`config.mk`:
```
export PLATFORM = sky130hd
export DESIGN_NAME = ptr_agu
export DESIGN_NICKNAME = d
export VERILOG_FILES = /design/src/rtl/ptr_agu_pkg.sv /design/src/rtl/ptr_agu_decode.sv /design/src/rtl/ptr_agu_arith.sv /design/src/rtl/ptr_agu.sv
export SDC_FILE = /design/constraint.sdc
export NUM_CORES = 1
export LEC_CHECK = 0
export BUFFER_PORTS_ARGS = -buffer_cell sky130_fd_sc_hd__buf_2
export CAP_MARGIN = 10
export CORE_ASPECT_RATIO = 0.75
export CORE_UTILIZATION = 45
export CTS_CLUSTER_DIAMETER = 80
export CTS_CLUSTER_SIZE = 12
export DETAILED_ROUTE_END_ITERATION = 6
export MAX_ROUTING_LAYER = met4
export SLEW_MARGIN = 0
export SYNTH_ARGS = -nofsm -noshare
export SYNTH_HDL_FRONTEND = slang
export SYNTH_HIERARCHICAL = 1
export SYNTH_SLANG_ARGS = --single-unit
```
`constraint.sdc`:
```
create_clock -name clk -period 5.3 [get_ports clk]
set_input_delay 0.795 -clock clk [delete_from_list [all_inputs] [get_ports clk]]
set_output_delay 0.795 -clock clk [all_outputs]
set_load 0.01 [all_outputs]
```
`src/rtl/ptr_agu_pkg.sv`:
```
package ptr_agu_pkg;

    typedef enum logic [2:0] {
        MODE_PLAIN   = 3'd0,
        MODE_POSTINC = 3'd1,
        MODE_PREDEC  = 3'd2,
        MODE_DISP    = 3'd3,
        MODE_DIRECT  = 3'd4,
        MODE_PUSH    = 3'd5,
        MODE_POP     = 3'd6,
        MODE_SETPTR  = 3'd7
    } agu_mode_e;

    typedef enum logic [1:0] {
        ST_IDLE = 2'd0,
        ST_ACC  = 2'd1,
        ST_PREP = 2'd2
    } agu_state_e;

    localparam logic [1:0] SEL_X  = 2'd0;
    localparam logic [1:0] SEL_Y  = 2'd1;
    localparam logic [1:0] SEL_Z  = 2'd2;
    localparam logic [1:0] SEL_SP = 2'd3;

endpackage

```
`src/rtl/ptr_agu_decode.sv`:
```
module ptr_agu_decode
    import ptr_agu_pkg::*;
(
    input  agu_mode_e  mode,
    input  logic [1:0] sel,
    output logic       legal,
    output logic       two_cycle,
    output logic       on_stack
);
    always_comb begin
        legal     = 1'b1;
        two_cycle = 1'b0;
        on_stack  = 1'b0;
        unique case (mode)
            MODE_PLAIN, MODE_POSTINC: legal = (sel != SEL_SP);
            MODE_PREDEC: begin
                legal     = (sel != SEL_SP);
                two_cycle = 1'b1;
            end
            MODE_DISP: begin
                legal     = (sel == SEL_Y) || (sel == SEL_Z);
                two_cycle = 1'b1;
            end
            MODE_DIRECT: two_cycle = 1'b1;
            MODE_PUSH:   on_stack  = 1'b1;
            MODE_POP: begin
                on_stack  = 1'b1;
                two_cycle = 1'b1;
            end
            MODE_SETPTR: legal = 1'b1;
            default:     legal = 1'b0;
        endcase
    end
endmodule

```
`src/rtl/ptr_agu_arith.sv`:
```
module ptr_agu_arith #(
    parameter int AW = 16
) (
    input  logic [AW-1:0] base,
    input  logic [AW-1:0] offset,
    output logic [AW-1:0] plus_one,
    output logic [AW-1:0] minus_one,
    output logic [AW-1:0] plus_off
);
    localparam logic [AW-1:0] ONE = AW'(1);

    always_comb begin
        plus_one  = base + ONE;
        minus_one = base - ONE;
        plus_off  = base + offset;
    end
endmodule

```
`src/rtl/ptr_agu.sv`:
```
module ptr_agu
    import ptr_agu_pkg::*;
#(
    parameter int            AW       = 16,
    parameter int            DW       = 8,
    parameter int            DISPW    = 6,
    parameter logic [AW-1:0] SP_RESET = '1
) (
    input  logic          clk,
    input  logic          rst_n,
    input  logic          req_valid,
    input  logic [2:0]    req_mode,
    input  logic          req_write,
    input  logic [1:0]    req_sel,
    input  logic [DISPW-1:0] req_disp,
    input  logic [AW-1:0] req_addr,
    input  logic [DW-1:0] req_wdata,
    input  logic [DW-1:0] mem_rdata,
    output logic          req_ready,
    output logic [AW-1:0] mem_addr,
    output logic          mem_rd,
    output logic          mem_wr,
    output logic [DW-1:0] mem_wdata,
    output logic          done,
    output logic [DW-1:0] ld_data,
    output logic          wb_valid,
    output logic [1:0]    wb_sel,
    output logic [AW-1:0] wb_value
);
    localparam int NPTR = 4;
    localparam int PADW = AW - DISPW;

    typedef struct packed {
        agu_state_e                st;
        logic [NPTR-1:0][AW-1:0]   ptr;
        logic [AW-1:0]             addr;
        logic                      rd;
        logic                      wr;
        logic [DW-1:0]             wdata;
        logic                      done;
        logic                      wbv;
        logic [1:0]                wbsel;
        logic [AW-1:0]             wbval;
        agu_mode_e                 pmode;
        logic                      pwrite;
        logic [1:0]                psel;
        logic [AW-1:0]             poff;
    } agu_regs_t;

    agu_regs_t r_d, r_q;

    agu_mode_e     mode_in;
    logic          legal, two_cycle, on_stack;
    logic [1:0]    eff_sel;
    logic          accept;
    logic [AW-1:0] base, offset, disp_ext;
    logic [AW-1:0] plus_one, minus_one, plus_off;

    assign mode_in  = agu_mode_e'(req_mode);
    assign disp_ext = {{PADW{1'b0}}, req_disp};

    ptr_agu_decode u_dec (
        .mode      (mode_in),
        .sel       (req_sel),
        .legal     (legal),
        .two_cycle (two_cycle),
        .on_stack  (on_stack)
    );

    assign eff_sel = on_stack ? SEL_SP : req_sel;
    assign accept  = req_valid && legal && (r_q.st != ST_PREP);

    // Base and offset come from the pending operation while preparing.
    always_comb begin
        if (r_q.st == ST_PREP) begin
            base   = r_q.ptr[r_q.psel];
            offset = r_q.poff;
        end else begin
            base   = r_q.ptr[eff_sel];
            offset = disp_ext;
        end
    end

    ptr_agu_arith #(.AW(AW)) u_arith (
        .base      (base),
        .offset    (offset),
        .plus_one  (plus_one),
        .minus_one (minus_one),
        .plus_off  (plus_off)
    );

    always_comb begin
        r_d       = r_q;
        r_d.rd    = 1'b0;
        r_d.wr    = 1'b0;
        r_d.done  = 1'b0;
        r_d.wbv   = 1'b0;
        r_d.st    = ST_IDLE;

        if (r_q.st == ST_PREP) begin
            // Second cycle: issue the access prepared in the first.
            r_d.st   = ST_ACC;
            r_d.done = 1'b1;
            r_d.rd   = !r_q.pwrite;
            r_d.wr   = r_q.pwrite;
            unique case (r_q.pmode)
                MODE_DISP:   r_d.addr = plus_off;
                MODE_DIRECT: r_d.addr = r_q.poff;
                default: begin
                    r_d.addr  = base;
                    r_d.wbv   = 1'b1;
                    r_d.wbsel = r_q.psel;
                    r_d.wbval = base;
                end
            endcase
        end else if (accept) begin
            r_d.wdata  = req_wdata;
            r_d.pmode  = mode_in;
            r_d.psel   = eff_sel;
            r_d.pwrite = req_write;
            if (two_cycle) begin
                r_d.st = ST_PREP;
            end else begin
                r_d.st   = ST_ACC;
                r_d.done = 1'b1;
            end
            unique case (mode_in)
                MODE_SETPTR: begin
                    r_d.ptr[eff_sel] = req_addr;
                    r_d.wbv          = 1'b1;
                    r_d.wbsel        = eff_sel;
                    r_d.wbval        = req_addr;
                end
                MODE_PLAIN: begin
                    r_d.addr = base;
                    r_d.rd   = !req_write;
                    r_d.wr   = req_write;
                end
                MODE_POSTINC: begin
                    r_d.addr         = base;
                    r_d.rd           = !req_write;
                    r_d.wr           = req_write;
                    r_d.ptr[eff_sel] = plus_one;
                    r_d.wbv          = 1'b1;
                    r_d.wbsel        = eff_sel;
                    r_d.wbval        = plus_one;
                end
                MODE_PUSH: begin
                    r_d.addr         = base;
                    r_d.wr           = 1'b1;
                    r_d.ptr[eff_sel] = minus_one;
                    r_d.wbv          = 1'b1;
                    r_d.wbsel        = eff_sel;
                    r_d.wbval        = minus_one;
                end
                MODE_PREDEC: r_d.ptr[eff_sel] = minus_one;
                MODE_POP: begin
                    r_d.ptr[eff_sel] = plus_one;
                    r_d.pwrite       = 1'b0;
                end
                MODE_DISP:   r_d.poff = disp_ext;
                MODE_DIRECT: r_d.poff = req_addr;
                default:     r_d.poff = r_q.poff;
            endcase
        end
    end

    always_ff @(posedge clk) begin
        if (!rst_n) begin
            r_q            <= '0;
            r_q.ptr[SEL_SP] <= SP_RESET;
        end else begin
            r_q <= r_d;
        end
    end

    assign req_ready = (r_q.st != ST_PREP);
    assign mem_addr  = r_q.addr;
    assign mem_rd    = r_q.rd;
    assign mem_wr    = r_q.wr;
    assign mem_wdata = r_q.wdata;
    assign done      = r_q.done;
    assign ld_data   = r_q.rd ? mem_rdata : '0;
    assign wb_valid  = r_q.wbv;
    assign wb_sel    = r_q.wbsel;
    assign wb_value  = r_q.wbval;

endmodule

```
==> Word level (Yosys, flattened, before mapping) <==
Cells that the tools add are included.
{ "totals": {"register_bits": 134, "input_bits": 47, "out_inout_bits": 55, "word_cells": 99} }
{ "op_classes": {"n_addsub": 3, "magnitude_cmp": 3, "n_eq_ne": 15, "mux": 31, "bitwise": 3, "n_reduce_logical": 26} }
{ "ops": {"columns": ["op", "n"], "rows": [
  ["64-bit bitwise mux", 3],
  ["64-bit one-hot mux with 3 select lines", 1],
  ["133-bit two-way mux", 1],
  ["16-bit two-way mux", 6],
  ["16-bit binary-select mux with 2-bit select", 2],
  ["16-bit one-hot mux with 2 select lines", 2],
  ["19-bit one-hot mux with 3 select lines", 1],
  ["16-bit demux with 2-bit select", 1],
  ["20-bit two-way mux", 1],
  ["19-bit two-way mux", 1],
  ["18-bit two-way mux", 1],
  ["16-bit by 1-bit adder with 16-bit output (second input constant)", 1],
  ["16-bit adder", 1],
  ["16-bit by 1-bit subtractor with 16-bit output (second input constant)", 1],
  ["3-bit == test (second input constant)", 5],
  ["2-bit OR reduction", 5],
  ["3-bit by 2-bit == test with 1-bit output (second input constant)", 3],
  ["3-bit AND reduction", 3],
  ["3-bit OR reduction", 3],
  ["8-bit two-way mux", 1],
  ["2-bit by 3-bit less-than comparator with 1-bit output (second input constant)", 2],
  ["1-bit two-way mux", 6],
  ["2-bit != test (second input constant)", 3],
  ["2-bit nonzero test", 3],
  ["other kinds (15)", 24]
]} }

==> Longest topological paths before layout <==
Gate-level depths: netlist of run 1.
{ "logic_depth": {"word_depth": 12, "mapped_depth": 18} }

==> Hierarchy <==
Netlist of run 1, hierarchy kept.
{ "by_module_without_submodules": {"columns": ["mod", "instances", "cells_each", "area_per_inst_um2", "seq_area_each_um2"], "rows": [
  ["ptr_agu", 1, 821, 7467.2, 2662.6],
  ["ptr_agu_arith", 1, 177, 1248.7, 0.0],
  ["ptr_agu_decode", 1, 9, 60.1, 0.0]
]} }

==> Worst setup path after synthesis of run 1 <==
OpenSTA, ideal clock, no wires.
{ "synth_path": {"path_type": "input-to-reg", "startpoint": "input req_mode[1]", "endpoint": "register r_q (netlist bit mem_addr[13])", "arrival_ns": 4.382, "required_ns": 5.184, "slack_ns": 0.802, "path_stages": 16, "path_buffers": 2, "path_cell_list": "xor2_1 -> and2_1 -> clkbuf_1 -> nor2_1 -> clkbuf_1 -> a222oi_1 -> o21ai_0 -> ha_1 -> and3_1 -> and2_1 -> a31oi_1 -> o21bai_1 -> xor2_1 -> a221oi_1 -> o221ai_1 -> o211a_1"} }
{ "synth_between": {"elab_chain_len": 10, "elab_cells_between_ends": 25, "cone_classes": "1 x add/sub; 5 x eq/ne; 10 x mux; 9 x reduce/logical"} }
{ "synth_rtl": {"columns": ["item", "line_no", "text"], "rows": [
  ["from (decl)", "ptr_agu.sv:12", "input logic [2:0] req_mode,"],
  ["3-bit == test", "ptr_agu_decode.sv:14", "unique case (mode)"],
  ["2-bit OR reduction (no source line) (*)", null, null],
  ["1-bit two-way mux (*)", "ptr_agu_decode.sv:14", null],
  ["named net on_stack", "ptr_agu.sv:53", "logic legal, two_cycle, on_stack;"],
  ["2-bit two-way mux (*)", "ptr_agu.sv:70", "assign eff_sel = on_stack ? SEL_SP : req_sel;"],
  ["16-bit binary-select mux with 2-bit select (*)", "ptr_agu.sv:79", "base = r_q.ptr[eff_sel];"],
  ["16-bit two-way mux (implied by the code) (*)", "ptr_agu.sv:79", null],
  ["16-bit two-way mux (*)", "ptr_agu.sv:75", "if (r_q.st == ST_PREP) begin"],
  ["named net base[7]", "ptr_agu.sv:56", "logic [AW-1:0] base, offset, disp_ext;"],
  ["16-bit adder (*)", "ptr_agu_arith.sv:15", "plus_off = base + offset;"],
  ["named net plus_off[13]", "ptr_agu.sv:57", "logic [AW-1:0] plus_one, minus_one, plus_off;"],
  ["16-bit one-hot mux with 2 select lines (*)", "ptr_agu.sv:106", "unique case (r_q.pmode)"],
  ["18-bit two-way mux (*)", "ptr_agu.sv:100", "if (r_q.st == ST_PREP) begin"],
  ["to (signal assigned)", "ptr_agu.sv:173", "r_q <= r_d;"],
  ["to (decl)", "ptr_agu.sv:50", "agu_regs_t r_d, r_q;"]
]} }
The timed path passes the listed nets; every way through them passes the cells marked *. The select of a mux whose other input is x is not followed.
A chain may end at the register's enable or synchronous reset.

==> Worst setup path after layout of run 1 <==
Ends and elaborated chain as after synthesis.

==> results of run 1 <==
==> power by group through the flow <==
stage	registers, mW	clock network [mW]	logic (mW)
final	1.08	1.24	0.760
after global placement	1.11	0	0.739
after detailed placement	1.11	0	0.739
after floorplan	1.09	0	0.534
after global routing	1.09	1.29	0.813
after CTS	1.08	1.25	0.744
==> cell usage after synthesis, types with 18 or more instances <==
cell type,count,area share
nand2_1,79,0.034
a22o_1,49,0.049
nor2b_1,20,0.014
nand3_1,30,0.017
mux2_2,30,0.038
o21ai_0,19,0.011
a21oi_1,76,0.043
o21a_1,18,0.015
ha_1,18,0.026
o221ai_1,46,0.046
and2_1,21,0.015
dfxtp_1,133,0.30
xnor2_1,21,0.021
buf_4,44,0.038
xor2_1,22,0.022
nor2_1,57,0.024
clkbuf_1,61,0.026
==> kinds of logic (layout without fill, tap and decap cells) <==
family	count (synthesis)	in the layout
buffers and inverters	142	187
muxes	57	57
adders and majority gates	19	19
DFF	133	133
AOI/OAI and AO/OA	324	324
xor gates and xnor gates	43	43
and+or+nand+nor	289	289
==> cell usage in the layout, fill, tap and decap left out, types with 12 or more instances in the layout <==
| master | Yosys | final |
|---|---|---|
| dfxtp_1 | 133 | 133 |
| buf_2 | 14 | 101 |
| nand2_1 | 79 | 79 |
| a21oi_1 | 76 | 76 |
| nor2_1 | 57 | 57 |
| a22o_1 | 49 | 49 |
| o221ai_1 | 46 | 46 |
| buf_4 | 44 | 45 |
| mux2_2 | 30 | 30 |
| nand3_1 | 30 | 30 |
| xor2_1 | 22 | 22 |
| and2_1 | 21 | 21 |
| xnor2_1 | 21 | 21 |
| nor2b_1 | 20 | 19 |
| o21ai_0 | 19 | 19 |
| o21a_1 | 18 | 18 |
| ha_1 | 18 | 18 |
| nand4_1 | 17 | 17 |
| clkbuf_16 | 0 | 17 |
| mux4_2 | 16 | 16 |
| nor3b_1 | 17 | 16 |
| o22a_1 | 16 | 16 |
| a222oi_1 | 14 | 14 |
| a221oi_1 | 14 | 14 |
| o211a_1 | 14 | 14 |
| a211oi_1 | 12 | 12 |
==> worst min-delay path, stage by stage (launching register included) <==
cell     delay [ns]
dfxtp_1        0.31
nand2_1        0.05
a21oi_1        0.05
==> routing by layer <==
layer  up-vias  part of all wire  global-route usage
met2       444              0.43               0.437
met1      4072              0.44               0.428
met4         0             0.050               0.183
met5         -                 0                   -
met3        92             0.080              0.0450
li1       3849                 -                   -
==> path summary, 6_finish.rpt <==
kind                  endpoint  slack (ns)  cells after the start
hold reg to reg   mem_wdata[5]        0.45                      2
setup / recovery  mem_addr[13]        0.83                     17
setup reg to reg  mem_addr[13]        1.02                     14
hold / removal    mem_wdata[5]        0.45                      2
==> layout make-up <==
cell class / instances / area (sq um)
clock buffer: 17 / 425
clock inverter: 14 / 176
fill: 1767 / 8910
inverter: 10 / 37.5
multi-input combinational: 732 / 5410
sequential: 133 / 2660
tap: 247 / 309
timing repair buffer: 146 / 843
==> flow_metrics.tcl, run 1 <==
set metrics [dict create \
    cts_made_buffers 17 \
    status "finished with violations" \
    gr-usage-all-layers 0.313 \
    clockBufferDepth 2 \
    die_w_microns 163 \
    finalCritPeriodShare 0.844 \
    tns_ns 0 \
    cp_num_buf_inv 3 \
    min_period_ns 4.47 \
    synth_top_family_by_area "compound AO/OA/AOI/OAI gates" \
    cts_tree "yes" \
    ir_drop_v 0.000213 \
    synth_fp_nets 1073 \
    rsz0062_at_grt "false" \
    crit_family "compound AO/OA/AOI/OAI gates" \
    ys.flop_type "dfxtp_1" \
    n_antenna_cell 0 \
    syn_to_final_growth_pct 12.4 \
    drt-total-wl_microns 30400 \
    setup-violations-final 0 \
    relSlewSlack 0.132 \
    overflow 0 \
    clockRootBuffer "clkbuf_16" \
    drv_slew 0 \
    cpPeakStageDelay_ns 0.44 \
    placed_area_sq_um 9270 \
    pre_cts_ws_ns 0.438 \
    clk_latency_ns 0.43 \
    whs_ns 0.453 \
    p_leak_nw 4.09 \
    fin_util 0.526 \
    violations "DRC" \
    hold_violations 0 \
    clkPwrFrac 0.402 \
    synth.area.mux_share 0.0922 \
    antenna_found_initial 0 \
    yosys.area_share.xor_xnor 0.0429 \
    drc 4 \
    power.density_nw_per_um2 313 \
    synth_compound_area_frac 0.276 \
    die_height_microns 123 \
    synth_seq_area_share 0.303 \
    gp_congestion 0.882 \
    place_hpwl_microns 21400 \
    r2r_start "r_q[16]" \
    share_comb_of_total_power 0.246 \
    post-place-cells 1268 \
    start_util 0.467 \
    synthAdderAreaFrac 0.0279 \
    hp-class "reg2reg" \
    io_pins 102 \
    worst_pin_slew_ns 1.30 \
    worst-path-max-fanout 13 \
    fin_worst_skew_ns 0.0230 \
    swShare 0.325 \
    core_area_sq_um 18800 \
    rows 43 \
    numPortBuffers 101 \
    grt_pass1_vias 7472 \
    end_kind "flop" \
    synth-edff-count 0 \
    seq_power_share 0.352 \
    power.total_mw 3.08 \
    setup_slack_ns 0.826 \
    final_nets 1106 \
    cp_data_arrival_time_ns 4.81 \
    internal-power_mw 2.08 \
    slowest_stage "a222oi_1" \
    vias 8457 \
    synth_cells 1007 \
    final_area_sq_um 9870 \
    startpoint_type "input pin" \
    synthArstFlopShare 0 \
    cts.repair.resized 0 \
    min-delay-start "mem_wdata[5]" \
    numClockSinks 133 \
    ys_ff_latch 133 \
    syn_area_sq_um 8780 \
    routedWlPerCell_microns 23.4 \
    p_sw_mw 1.00 \
    grt_max_degree 60 \
    cp-startpoint "req_mode[1]" \
    cts_max_level 4 \
    cts_hold_buf 0 \
    clk_pin_slew_worst_paths_ns 0.07 \
    fmax_ghz 0.224 \
    viasPerCell 6.51 \
    ys_warn_count 6 \
    required_ns 5.63 \
    drt_iter0_markers 929 \
    drive_gt1_frac 0.230 \
    crit_type "in2reg" \
    grt_pass1_wl_microns 45100 \
    crit_path_cell_trace "buf_2, xor2_1, and2_1, a21o_1, buf_4, a222oi_1, o21ai_0, buf_4, ha_1, a211oi_1, o211ai_1, a31oi_1, o21bai_1, xor2_1, a221oi_1, o221ai_1, o211a_1" \
    maxCapViolations 0 \
    postCtsSetupRepairBufs 0 \
    syn_area_per_cell_sq_um 8.71 \
    die_area_sq_um 20100 \
    synthSimpleGateAreaFrac 0.175 \
    drt_first_pass_iters 7 \
    stdcell_count 1299 \
    drtAntennaViolNets 0 \
    ys_types 67 \
]
(Power assumes the default switching activity.)
==> run 2, diff against run 1 <==
--- a/config.mk
+++ b/config.mk
@@ -13,6 +13,7 @@
 export CTS_CLUSTER_SIZE = 12
 export DETAILED_ROUTE_END_ITERATION = 6
 export MAX_ROUTING_LAYER = met4
+export PLACE_DENSITY = 0.67
 export SLEW_MARGIN = 0
 export SYNTH_ARGS = -nofsm -noshare
 export SYNTH_HDL_FRONTEND = slang
==> constraint.sdc (replaced) <==
create_clock -name clk -period 3.87 [get_ports clk]
set_input_delay 0.5805 -clock clk [delete_from_list [all_inputs] [get_ports clk]]
set_output_delay 0.5805 -clock clk [all_outputs]
set_load 0.01 [all_outputs]
==> flow_metrics.tcl, run 2 (synthesis gave the netlist of run 1 again) <==
set metrics [dict create \
    status "finished with violations" \
    violations "DRC" \
    grt_pass1_wl_microns 46800 \
    drtAntennaViolNets 0 \
    cpPeakStageDelay_ns 0.56 \
    grt_max_degree 60 \
    drt-met1-wl_microns 12900 \
    slowest_stage "or4_4" \
    clk_pin_slew_worst_paths_ns 0.06 \
    internal-power_mw 3.02 \
    placed_area_sq_um 10100 \
    cts_hold_buf 0 \
    worst-path-max-fanout 10 \
    syn_to_final_growth_pct 24.2 \
    cp.depth 16 \
    crit_family "compound AO/OA/AOI/OAI gates" \
    die_w_microns 163 \
    top_layer "met4" \
    clockRootBuffer "clkbuf_16" \
    fin_worst_skew_ns 0.0103 \
    share_comb_of_total_power 0.280 \
    clk_latency_ns 0.43 \
    fmax_ghz 0.262 \
    seq_power_share 0.334 \
    rsz0062_at_grt "true" \
    n_antenna_cell 0 \
    start_util 0.467 \
    final_area_sq_um 10900 \
    place_hpwl_microns 21800 \
    power.density_nw_per_um2 408 \
    grt_pass1_vias 8158 \
    startpoint_type "input pin" \
    numClockSinks 133 \
    drc 6 \
    overflow 0 \
    swShare 0.320 \
    finalCritPeriodShare 0.988 \
    maxCapViolations 0 \
    core_area_sq_um 18800 \
    worst_pin_slew_ns 0.986 \
    fill_cells 1663 \
    antenna_found_initial 0 \
    io_pins 102 \
    final_nets 1219 \
    cp_num_buf_inv 3 \
    vias 9048 \
    hold_depth 3 \
    cts_made_buffers 17 \
    hold_violations 0 \
    p_sw_mw 1.42 \
    cp-startpoint "req_mode[1]" \
    drive_gt1_frac 0.323 \
    rows 43 \
    r2r_start "r_q[132]" \
    drt_first_pass_iters 7 \
    r2r_end "mem_addr[12]" \
    cp_data_arrival_time_ns 4.19 \
    gp_congestion 0.987 \
    numPortBuffers 101 \
    final_common_cell "buf_4" \
    cts_max_level 4 \
    viasPerCell 6.41 \
    met2_length_microns 13600 \
    drt_iter0_markers 1149 \
    die_height_microns 123 \
    power.total_mw 4.45 \
    post-place-cells 1368 \
    routedWlPerCell_microns 22.0 \
    rr_worst_depth 16 \
    end_kind "flop" \
    die_area_sq_um 20100 \
    wl_met3_microns 3260 \
    drt-total-wl_microns 31000 \
    crit_type "in2reg" \
    worst-r2r-setup-slack_ns 0.29 \
    clkPwrFrac 0.386 \
    p_leak_nw 4.70 \
    required_ns 4.23 \
    hp-class "in2reg" \
    ir_drop_v 0.000249 \
    crit_path_cell_trace "buf_2, xor2_1, and2_4, a21o_4, buf_8, a222oi_1, o21ai_1, buf_4, nor4_4, nand2b_2, or4_4, nor2_1, xor2_2, o221ai_1, a21oi_2, o22a_1" \
    cts_tree "yes" \
    drv_slew 0 \
    relSlewSlack 0.343 \
    stdcell_count 1412 \
    fin_util 0.581 \
    final_cell_mix "152 x buf_4, 133 x dfxtp_1, 101 x buf_2, 79 x nand2_1, 70 x a21oi_1" \
    gr-usage-all-layers 0.316 \
    min_period_ns 3.82 \
    setup-violations-final 0 \
    clockBufferDepth 2 \
]
[run 2: changes by cell type in the layout (fill, tap and decap cells not counted), sizes merged]
cell / before / now
clkbuf: 17 / 18
buf: 146 / 259
clkinvlp: 1 / 2
clkinv: 7 / 5
[run 2: layout make-up]
type                    count  area (sq um)  share of cell area
inverters                  10          37.5             0.00344
repair buffers            259          1750               0.161
multi-input cells         732          5530               0.507
flip-flops and latches    133          2660               0.244
clock inverters            13           171              0.0157
well taps                 247           309              0.0283
clock buffers              18           439              0.0403
[run 2: routing by layer]
layer | global-route usage | vias up
met2 | 0.475 | 587
li1 | - | 4081
met4 | 0.134 | 0
met5 | - | -
met3 | 0.0584 | 105
met1 | 0.417 | 4275
[run 2: through the flow]
stage / hold WS, ns / setup TNS, ns / worst slack, ns
2_1_floorplan: 0.437 / -0.235 / -0.122
3_3_place_gp: 0.439 / -14.72 / -0.589
3_5_place_dp: 0.446 / -15.25 / -0.608
4_1_cts: 0.392 / 0 / 0.000392
5_1_grt: 0.400 / -1.39 / -0.143
6_report: 0.394 / 0 / 0.0472
[run 2: worst min-delay path, delay by kind of cell]
family | cells | cell delay [ns]
buf+inv | 1 | 0.10
compound gates | 1 | 0.05
simple gates | 1 | 0.04
[run 2: worst min path at each step]
stage                      start            to  slack, ns
floorplan           mem_wdata[0]  mem_wdata[0]       0.44
global placement    mem_wdata[4]  mem_wdata[4]       0.44
detailed placement  mem_wdata[6]  mem_wdata[6]       0.45
CTS                 req_wdata[1]  mem_wdata[1]       0.39
global route        req_wdata[1]  mem_wdata[1]       0.40
finish              req_wdata[4]  mem_wdata[4]       0.39
[run 2: power groups by stage]
stage	logic, mW	registers [mW]	clock network [mW]
2_1_floorplan	0.745	1.49	0
3_3_place_gp	1.15	1.51	0
3_5_place_dp	1.16	1.51	0
4_1_cts	1.20	1.48	1.73
5_1_grt	1.33	1.49	1.78
6_report	1.24	1.48	1.72
[run 2: timing repair]
| action | in CTS | in global routing |
|---|---|---|
| pin swaps | 7 | 13 |
| setup endpoints to repair | 20 | 49 |
| gates resized for setup | 6 | 16 |
| buffers inserted | 11 | 2 |
==> run 3, diff against run 2 <==
--- a/config.mk
+++ b/config.mk
@@ -14,6 +14,7 @@
 export DETAILED_ROUTE_END_ITERATION = 6
 export MAX_ROUTING_LAYER = met4
 export PLACE_DENSITY = 0.67
+export RECOVER_POWER = 50
 export SLEW_MARGIN = 0
 export SYNTH_ARGS = -nofsm -noshare
 export SYNTH_HDL_FRONTEND = slang
==> flow_metrics.tcl, run 3 (synthesis gave the netlist of run 1 again) <==
set metrics [dict create \
    numClockSinks 133 \
    stdcell_count 1412 \
    startpoint_type "input pin" \
    numPortBuffers 101 \
    setup_slack_ns 0.0591 \
    maxCapViolations 0 \
    fill_cells 1693 \
    multi_input_area_sq_um 5530 \
    regArea_sq_um 2660 \
    power.total_mw 4.44 \
    worst-r2r-setup-slack_ns 0.27 \
    antenna_found_initial 0 \
    power.density_nw_per_um2 410 \
    fmax_ghz 0.262 \
    fin_util 0.577 \
    required_ns 4.24 \
    cts_max_level 4 \
    hp-class "in2reg" \
    drt_iter0_markers 1260 \
    core_area_sq_um 18800 \
    r2r_start "r_q[132]" \
    worst_pin_slew_ns 0.942 \
    final_common_cell "buf_4" \
    grt_pass1_wl_microns 46800 \
    drv_slew 0 \
    worst-path-max-fanout 10 \
    grt_max_degree 60 \
    drc 1 \
    drt-total-wl_microns 31000 \
    post-place-cells 1368 \
    clockBufferDepth 2 \
    cp_data_arrival_time_ns 4.18 \
    die_w_microns 163 \
    rsz0062_at_grt "true" \
    clk_pin_slew_worst_paths_ns 0.06 \
    relSlewSlack 0.372 \
    place_hpwl_microns 21800 \
    hold_depth 3 \
    fin_worst_skew_ns 0.0103 \
    routedWlPerCell_microns 22.0 \
    r2r_end "mem_addr[12]" \
    drive_gt1_frac 0.277 \
    rows 43 \
    vias 9011 \
    final_cell_mix "152 x buf_4, 133 x dfxtp_1, 79 x nand2_1, 70 x a21oi_1, 57 x nor2_1" \
    cts_tree "yes" \
    rr_worst_depth 16 \
    overflow 0 \
    die_height_microns 123 \
    pre_cts_ws_ns -0.608 \
    holdPathEnd "mem_wdata[1]" \
    viasPerCell 6.38 \
    clk_latency_ns 0.43 \
    ir_drop_v 0.000249 \
    min-delay-start "req_wdata[1]" \
    min_period_ns 3.81 \
    violations "DRC" \
    crit_type "in2reg" \
    cts_made_buffers 17 \
    status "finished with violations" \
    tns_ns 0 \
    setup-violations-final 0 \
    gp_congestion 0.987 \
    gr-usage-all-layers 0.316 \
    hold_violations 0 \
    clockRootBuffer "clkbuf_16" \
    end_kind "flop" \
    drt_first_pass_iters 7 \
    io_pins 102 \
    start_util 0.467 \
    finalCritPeriodShare 0.985 \
    syn_to_final_growth_pct 23.5 \
    drtAntennaViolNets 0 \
    grt_pass1_vias 8158 \
    die_area_sq_um 20100 \
    final_nets 1219 \
    n_antenna_cell 0 \
    p_leak_nw 4.48 \
]
[run 3: changes by cell type in the layout (fill, tap and decap cells not counted)]
cell / previous run / this run
and2_0: 0 / 1
and2_1: 20 / 19
buf_2: 101 / 48
clkbuf_1: 0 / 53
[run 3: final cells by class]
type,instances,area share
flip-flops and latches,133,0.246
multi-input cells,732,0.510
inverters,10,0.00346
repair buffers,259,0.156
clock inverters,13,0.0158
clock buffers,18,0.0405
well taps,247,0.0285
[run 3: worst max-delay path, cell delays in order]
cell and delay, ns:
buf_2 0.11, xor2_1 0.15, and2_4 0.18, a21o_4 0.22, buf_8 0.15, a222oi_1 0.40, o21ai_1 0.18, buf_4 0.18
nor4_4 0.27, nand2b_2 0.10, or4_4 0.56, nor2_1 0.20, xor2_2 0.24, o221ai_1 0.16, a21oi_2 0.31, o22a_1 0.17
[run 3: metrics by stage]
stage / instance area (sq um) / hold slack, ns
after floorplan: 8830 / 0.437
after global placement: 10100 / 0.439
after detailed placement: 10100 / 0.446
after CTS: 10800 / 0.392
after global routing: 10800 / 0.400
final: 10800 / 0.393
[run 3: worst max path at each step]
stage	slack [ns]	to	cells after the start	startpoint
floorplan	-0.12	wb_value[15]	17	req_mode[1]
global placement	-0.59	mem_addr[12]	19	req_mode[1]
detailed placement	-0.61	mem_addr[12]	19	req_mode[1]
CTS	0.0004	flop	17	req_mode[1]
global route	-0.14	mem_addr[13]	17	req_mode[1]
finish	0.06	flop	16	req_mode[1]
[run 3: timing repair]
item | 4_1_cts | 5_1_grt
gates cloned | 0 | 0
gates resized for setup | 6 | 16
setup endpoints to repair | 20 | 49
setup buffers | 11 | 2
hold buffers | 0 | 0
pin swaps | 7 | 13
[run 3: power by group]
group	switching, mW	total, mW	internal, mW
sequential	0.0491	1.48	1.44
clock	0.686	1.72	1.04
combinational	0.696	1.23	0.539
total	1.43	4.44	3.01
[run 3: layer usage]
layer | global-route usage | part of all wire | vias to the layer above
li1 | - | - | 4081
met1 | 0.417 | 0.43 | 4288
met2 | 0.475 | 0.44 | 535
met3 | 0.0584 | 0.094 | 107
met4 | 0.134 | 0.040 | 0
met5 | - | 0 | -
